<file path="config.mk">
export PLATFORM = sky130hd
export DESIGN_NAME = rcs_top
export DESIGN_NICKNAME = d
export VERILOG_FILES = /design/src/rtl/rcs_pkg.sv /design/src/rtl/rcs_arbiter.sv /design/src/rtl/rcs_flag_next.sv /design/src/rtl/rcs_resume.sv /design/src/rtl/rcs_top.sv
export SDC_FILE = /design/constraint.sdc
export NUM_CORES = 1
export LEC_CHECK = 0
export BUFFER_PORTS_ARGS = -buffer_cell sky130_fd_sc_hd__buf_4
export CAP_MARGIN = 20
export CORE_MARGIN = 2
export CORE_UTILIZATION = 42
export CTS_CLUSTER_DIAMETER = 150
export DETAILED_ROUTE_END_ITERATION = 12
export PLACE_DENSITY = 0.82
export SLEW_MARGIN = 10
export SYNTH_ARGS = -nofsm -noshare
export SYNTH_HDL_FRONTEND = slang
export SYNTH_SLANG_ARGS = --single-unit
</file>
<file path="constraint.sdc">
create_clock -name clk -period 0.8 [get_ports clk]
set_input_delay 0.12 -clock clk [delete_from_list [all_inputs] [get_ports clk]]
set_output_delay 0.12 -clock clk [all_outputs]
set_load 0.005 [all_outputs]
</file>
<file path="src/rtl/rcs_pkg.sv">
package rcs_pkg;
  localparam int NFLAG = 9;
  localparam int NEV   = 10;

  // flag bit positions
  localparam int F_POR = 0;
  localparam int F_BOR = 1;
  localparam int F_PIN = 2;
  localparam int F_SWR = 3;
  localparam int F_WDT = 4;
  localparam int F_SLP = 5;
  localparam int F_IDL = 6;
  localparam int F_TRP = 7;
  localparam int F_ILL = 8;

  // event indices, in priority order (0 = highest)
  localparam int EV_POR   = 0;
  localparam int EV_BOR   = 1;
  localparam int EV_PIN   = 2;
  localparam int EV_WDTO  = 3;
  localparam int EV_TRAP  = 4;
  localparam int EV_CFAIL = 5;
  localparam int EV_ILL   = 6;
  localparam int EV_SWR   = 7;
  localparam int EV_WWAKE = 8;
  localparam int EV_IWAKE = 9;

  localparam logic [NFLAG-1:0] POR_FLAGS = 9'h003;

  typedef enum logic [1:0] {
    RS_RESET = 2'd0,
    RS_TRAP  = 2'd1,
    RS_PC2   = 2'd2,
    RS_IVEC  = 2'd3
  } rsel_e;
endpackage

</file>
<file path="src/rtl/rcs_arbiter.sv">
module rcs_arbiter #(
  parameter int N = 10
) (
  input  logic [N-1:0] req,
  output logic [N-1:0] gnt,
  output logic         any
);
  logic seen;

  always_comb begin
    gnt  = '0;
    seen = 1'b0;
    for (int i = 0; i < N; i++) begin
      gnt[i] = req[i] & ~seen;
      seen   = seen | req[i];
    end
  end

  assign any = |req;
endmodule

</file>
<file path="src/rtl/rcs_flag_next.sv">
module rcs_flag_next
  import rcs_pkg::*;
(
  input  logic [NFLAG-1:0] cur,
  input  logic [NEV-1:0]   gnt,
  input  logic             any,
  input  logic             core_sleep,
  input  logic             core_idle,
  input  logic             wr_en,
  input  logic [NFLAG-1:0] wr_data,
  output logic [NFLAG-1:0] nxt,
  output logic             load
);
  always_comb begin
    nxt  = cur;
    load = any | wr_en;
    if (gnt[EV_POR]) begin
      nxt        = '0;
      nxt[F_POR] = 1'b1;
      nxt[F_BOR] = 1'b1;
    end else if (gnt[EV_BOR]) begin
      nxt[F_BOR] = 1'b1;
      nxt[F_POR] = 1'b0;
    end else if (gnt[EV_PIN]) begin
      nxt[F_PIN] = 1'b1;
      nxt[F_WDT] = 1'b0;
      nxt[F_SLP] = core_sleep;
      nxt[F_IDL] = core_idle;
      if (!(core_sleep || core_idle)) nxt[F_SWR] = 1'b0;
    end else if (gnt[EV_WDTO]) begin
      nxt[F_WDT] = 1'b1;
      nxt[F_PIN] = 1'b0;
      nxt[F_SWR] = 1'b0;
      nxt[F_IDL] = 1'b0;
      nxt[F_SLP] = 1'b0;
    end else if (gnt[EV_TRAP]) begin
      nxt[F_TRP] = 1'b1;
    end else if (gnt[EV_CFAIL]) begin
      nxt = cur;
    end else if (gnt[EV_ILL]) begin
      nxt[F_ILL] = 1'b1;
    end else if (gnt[EV_SWR]) begin
      nxt[F_SWR] = 1'b1;
      nxt[F_PIN] = 1'b0;
      nxt[F_WDT] = 1'b0;
      nxt[F_IDL] = 1'b0;
      nxt[F_SLP] = 1'b0;
    end else if (gnt[EV_WWAKE]) begin
      nxt[F_WDT] = 1'b1;
      nxt[F_SLP] = 1'b1;
    end else if (gnt[EV_IWAKE]) begin
      nxt[F_SLP] = 1'b1;
    end else if (wr_en) begin
      nxt = wr_data;
    end
  end
endmodule

</file>
<file path="src/rtl/rcs_resume.sv">
module rcs_resume
  import rcs_pkg::*;
(
  input  logic           clk,
  input  logic           rst_n,
  input  logic [NEV-1:0] gnt,
  input  logic           any,
  input  logic           int_enabled,
  input  logic           resume_ack,
  output logic           resume_valid,
  output logic [1:0]     resume_sel
);
  rsel_e sel_d, sel_q;
  logic  valid_d, valid_q;

  always_comb begin
    sel_d = sel_q;
    if (gnt[EV_CFAIL])      sel_d = RS_TRAP;
    else if (gnt[EV_WWAKE]) sel_d = RS_PC2;
    else if (gnt[EV_IWAKE]) sel_d = int_enabled ? RS_IVEC : RS_PC2;
    else if (any)           sel_d = RS_RESET;
    if (any)             valid_d = 1'b1;
    else if (resume_ack) valid_d = 1'b0;
    else                 valid_d = valid_q;
  end

  always_ff @(posedge clk or negedge rst_n) begin
    if (!rst_n) begin
      sel_q   <= RS_RESET;
      valid_q <= 1'b0;
    end else begin
      valid_q <= valid_d;
      if (any) sel_q <= sel_d;
    end
  end

  assign resume_valid = valid_q;
  assign resume_sel   = sel_q;

  AST_RESUME_HOLD: assert property (@(posedge clk) disable iff (!rst_n)
    (resume_valid && !resume_ack && !any) |=> (resume_valid && $stable(resume_sel)))
    else $error("resume code moved while pending");
  AST_ACK_CLEARS: assert property (@(posedge clk) disable iff (!rst_n)
    (resume_ack && !any) |=> !resume_valid)
    else $error("ack did not clear valid");
  AST_WDT_WAKE_PC2: assert property (@(posedge clk) disable iff (!rst_n)
    gnt[EV_WWAKE] |=> (resume_sel == RS_PC2))
    else $error("watchdog wake code wrong");
endmodule

</file>
<file path="src/rtl/rcs_top.sv">
module rcs_top
  import rcs_pkg::*;
(
  input  logic             clk,
  input  logic             rst_n,
  input  logic             ev_por,
  input  logic             ev_bor,
  input  logic             ev_pin,
  input  logic             ev_wdt_to,
  input  logic             ev_trap,
  input  logic             ev_clk_fail,
  input  logic             ev_illop,
  input  logic             ev_swr,
  input  logic             ev_wdt_wake,
  input  logic             ev_int_wake,
  input  logic             core_sleep,
  input  logic             core_idle,
  input  logic             int_enabled,
  input  logic             wr_en,
  input  logic [NFLAG-1:0] wr_data,
  output logic [NFLAG-1:0] status,
  output logic             resume_valid,
  output logic [1:0]       resume_sel,
  input  logic             resume_ack
);
  logic [NEV-1:0]   req, gnt;
  logic             any, load;
  logic [NFLAG-1:0] flags_d, flags_q;

  always_comb begin
    req            = '0;
    req[EV_POR]    = ev_por;
    req[EV_BOR]    = ev_bor;
    req[EV_PIN]    = ev_pin;
    req[EV_WDTO]   = ev_wdt_to;
    req[EV_TRAP]   = ev_trap;
    req[EV_CFAIL]  = ev_clk_fail;
    req[EV_ILL]    = ev_illop;
    req[EV_SWR]    = ev_swr;
    req[EV_WWAKE]  = ev_wdt_wake;
    req[EV_IWAKE]  = ev_int_wake;
  end

  rcs_arbiter #(.N(NEV)) u_arb (.req(req), .gnt(gnt), .any(any));

  rcs_flag_next u_next (
    .cur(flags_q), .gnt(gnt), .any(any),
    .core_sleep(core_sleep), .core_idle(core_idle),
    .wr_en(wr_en), .wr_data(wr_data),
    .nxt(flags_d), .load(load)
  );

  always_ff @(posedge clk or negedge rst_n) begin
    if (!rst_n)    flags_q <= POR_FLAGS;
    else if (load) flags_q <= flags_d;
  end

  rcs_resume u_res (
    .clk(clk), .rst_n(rst_n), .gnt(gnt), .any(any),
    .int_enabled(int_enabled), .resume_ack(resume_ack),
    .resume_valid(resume_valid), .resume_sel(resume_sel)
  );

  assign status = flags_q;

  AST_ONE_WINNER: assert property (@(posedge clk) disable iff (!rst_n)
    $onehot0(gnt))
    else $error("more than one event granted");
  AST_POR_STATE: assert property (@(posedge clk) disable iff (!rst_n)
    ev_por |=> (status == POR_FLAGS))
    else $error("power-on flags wrong");
  AST_BOR_CLEARS_POR: assert property (@(posedge clk) disable iff (!rst_n)
    (ev_bor && !ev_por) |=> (status[F_BOR] && !status[F_POR]))
    else $error("brown-out flags wrong");
  AST_SW_WRITE: assert property (@(posedge clk) disable iff (!rst_n)
    (wr_en && !any) |=> (status == $past(wr_data)))
    else $error("software write lost");
  AST_CFAIL_KEEPS: assert property (@(posedge clk) disable iff (!rst_n)
    gnt[EV_CFAIL] |=> ($stable(status) && resume_sel == RS_TRAP))
    else $error("clock failure changed flags");
endmodule

</file>
==> summary.md <==
| Metric | Value |
|---|---|
| Status | `finished with violations` |
| Failing checks | `negative setup slack` |
| H-tree level count | `1` |
| Mapped cell area | `898 um2` |
| ANT cells | `0` |
| Biggest area consumer among synthesized cells | `dfrtp_1` |
| # port buffers | `37` |
| Routed vias | `1,320` |
| RSZ-0062 raised after global routing | `yes` |
| Yosys warning count | `0` |
| WL final | `4390 um` |
| Cts bufs inserted | `3` |
| Final Max Tran Viols | `0` |
| Max stage delay on crit path | `570 ps` |
| Mean number of vias per cell | `6.11` |
| Sink Count | `12` |
| CORE AREA | `1980 um2` |
| Pwr Density | `1100 nW/um2` |
| Wire length per cell after detailed routing | `20.3 um` |
| Critical Path RT | `980 ps` |
| DRC viols | `0` |
| Worst-path clk slew | `90 ps` |
| Main area contributors after synthesis | `dfrtp_1 (28%), a21oi_1 (6.7%), dfstp_2 (5.8%)` |
| Gr usage total | `31.4%` |
| Final Hold Fails | `0` |
| Synthesized net count | `132` |
| Layout cell share with drive strength beyond 1 | `62.4%` |
| Clock Tree Buf Depth | `2` |
| Setup crit start kind | `input pin` |
| Total gr overflow | `0` |
| Initial antenna violation count | `0` |
| Tcrit/Tclk final | `194%` |
| Fin Hold WS | `140 ps` |
| Synth cell types | `39` |
| Worst-margin pin slew | `435 ps` |
| Final ANT Viol Nets | `0` |
| Predominant post-synthesis flop cell | `dfrtp_1` |
| Vias in the first global route | `1,254` |
| Number of flops mapped to enable cells by yosys | `0` |
| Critical-path top delay cell | `or4_4` |
| R2R cell count | `3` |
| Slew margin rel. | `70.7%` |
| DRT Pass-1 Iters | `5` |
| Hold Crit Class | `in2reg` |
| Clk root buf | `clkbuf_4` |
| Avg Inst Size Synth | `8.48 um2` |
| Peak VDD IR | `1120 uV` |
| Die W | `50.3 um` |
| Die ar. | `2530 um2` |
| Layout Skew | `0 ps` |
| Seq/Total Area, Yosys | `33.7%` |
| Area grow syn2layout | `103%` |
| DIE HEIGHT | `50.3 um` |
| Dpl ws | `-1000 ps` |
| First-pass GRT wire length | `5980 um` |
| DPL Wire Length | `2280 um` |
| Top cell type's share of synthesized area | `27.9%` |
| PnR worst setup slack | `-750 ps` |
| Grt peak-use layer | `met2` |
| Worst-Skew Late Latency | `280 ps` |
| Max-cap violations | `0` |
| Worst Setup End Kind | `register` |
| Row cnt | `16` |
| Max FO, Critical Path | `4` |
| Met2 GRT Util | `54.8%` |
| TritonCTS clock tree | `done` |
| Total I/O pin count | `38` |
| Met1 usage | `37.0%` |
| Asr flop ratio synth | `100%` |
| Critical Path, Cell by Cell | `buf_6 -> or4_4 -> or3_4 -> o21ai_1 -> a21oi_1 -> o22a_1` |
| Final #Nets | `216` |
| Final setup viols | `24` |
| Post-synthesis cell count | `106` |
| Seq cells post-synth | `12` |
| Leakage power | `0.000860 uW` |
| 1st-iter DRT viols | `58` |
| Initial core utilization | `45.3%` |
| Pin count of the biggest net entering global routing | `13` |
| Data arrival, critical path | `1730 ps` |
| Hold Path Stages | `3` |
| RD Place Congestion | `0.872` |
| Crit path time final | `1550 ps` |
| Grt met3 use | `5.06%` |
| Filler Cells Inserted | `83` |
| Crit path kind | `in2reg` |
| Fmax | `645 MHz` |
-- Yosys cell counts (2+ instances only) --
| master | instances |
|---|---|
| nor2b_1 | 4 |
| nor2_1 | 10 |
| nand2_1 | 8 |
| or3_1 | 3 |
| o21ai_1 | 2 |
| buf_6 | 2 |
| dfrtp_1 | 10 |
| o21a_1 | 2 |
| mux2_2 | 2 |
| inv_1 | 4 |
| clkbuf_1 | 4 |
| mux2i_1 | 2 |
| nor3_1 | 7 |
| dfstp_2 | 2 |
| nand3_1 | 3 |
| o21ai_0 | 7 |
| a21oi_1 | 12 |
-- cell type report --
type	count	area (um2)	share of cell area [%]
Timing Repair Buffer	85	776	42.6
Inverter	4	15.0	0.824
Clock buffer	4	36.3	1.99
Sequential cell	12	303	16.6
Multi-Input combinational cell	84	659	36.2
Tap cell	27	33.8	1.85
-- power by group --
group,total (uW),internal [uW],switching (uW)
Combinational,793,453,339
Clock,523,277,246
Sequential,686,653,33.1
Total,2000,1380,618
-- what timing repair did --
| action | CTS | global route |
|---|---|---|
| endpoints found under the hold margin | 12 | 0 |
| setup endpoints to repair | 24 | 24 |
| pin swaps | 13 | 10 |
| hold buffers | 1 | 0 |
| gates resized for setup | 36 | 16 |
| setup buffers | 8 | 11 |
-- worst max-delay path, delay by kind of cell --
| family | cells | cell delay, ps |
|---|---|---|
| buf+inv | 1 | 100 |
| compound gates | 3 | 590 |
| simple gates | 2 | 930 |
-- path summary, 6_finish.rpt --
kind / from / endpoint / slack [ps]
worst max-delay path: ev_bor / status[7] / -750
worst min-delay path: wr_data[1] / status[1] / 140
worst max register to register: u_res.resume_valid / u_res.resume_valid / -110
worst min register to register: status[7] / status[7] / 520
max in group asynchronous: rst_n / status[0] / 350
min in group asynchronous: rst_n / status[8] / 210
-- kinds of logic after synthesis --
group,synth area share (%)
buffers and inverters,5.85
muxes,7.66
DFF,33.7
AOI/OAI and AO/OA,24.1
and+or+nand+nor,28.7
-- per-stage QoR --
step	area (um2)	total power [uW]	util [%]	TNS, ps	cells
after floorplan	990	946	-	-7100	106
after global placement	1450	1250	73.4	-8930	194
after detailed placement	1450	1260	73.4	-9350	194
after CTS	1690	1880	85.5	-6830	206
after global routing	1820	2070	92.0	-8500	216
final	1820	2000	92.0	-7840	216
-- layout by cell type, fill, tap and decap left out, types with 3 or more instances in the layout --
master / instances
buf_4: 53
buf_6: 26
a21oi_1: 11
dfrtp_1: 10
nor2_1: 7
nand2_1: 7
buf_8: 5
nor2b_1: 4
o21ai_0: 4
mux2_4: 4
inv_1: 4
o21ai_1: 4
nor3_1: 4
nor3_4: 3
nand3_1: 3
clkbuf_4: 3
-- sequential cells by signal (all words and copies together) (netlist names) --
| name | count |
|---|---|
| u_res.resume_sel | 2 |
| u_res.resume_valid | 1 |
| status | 9 |
-- routing by layer --
layer / vias to the layer above / routed length [um] / part of all wire (%)
li1: 559 / - / -
met2: 111 / 2150 / 49
met5: - / 0 / 0
met1: 626 / 1660 / 38
met3: 24 / 374 / 8.5
met4: 0 / 208 / 4.7
No activity file was read; power rests on OpenSTA's default activity.
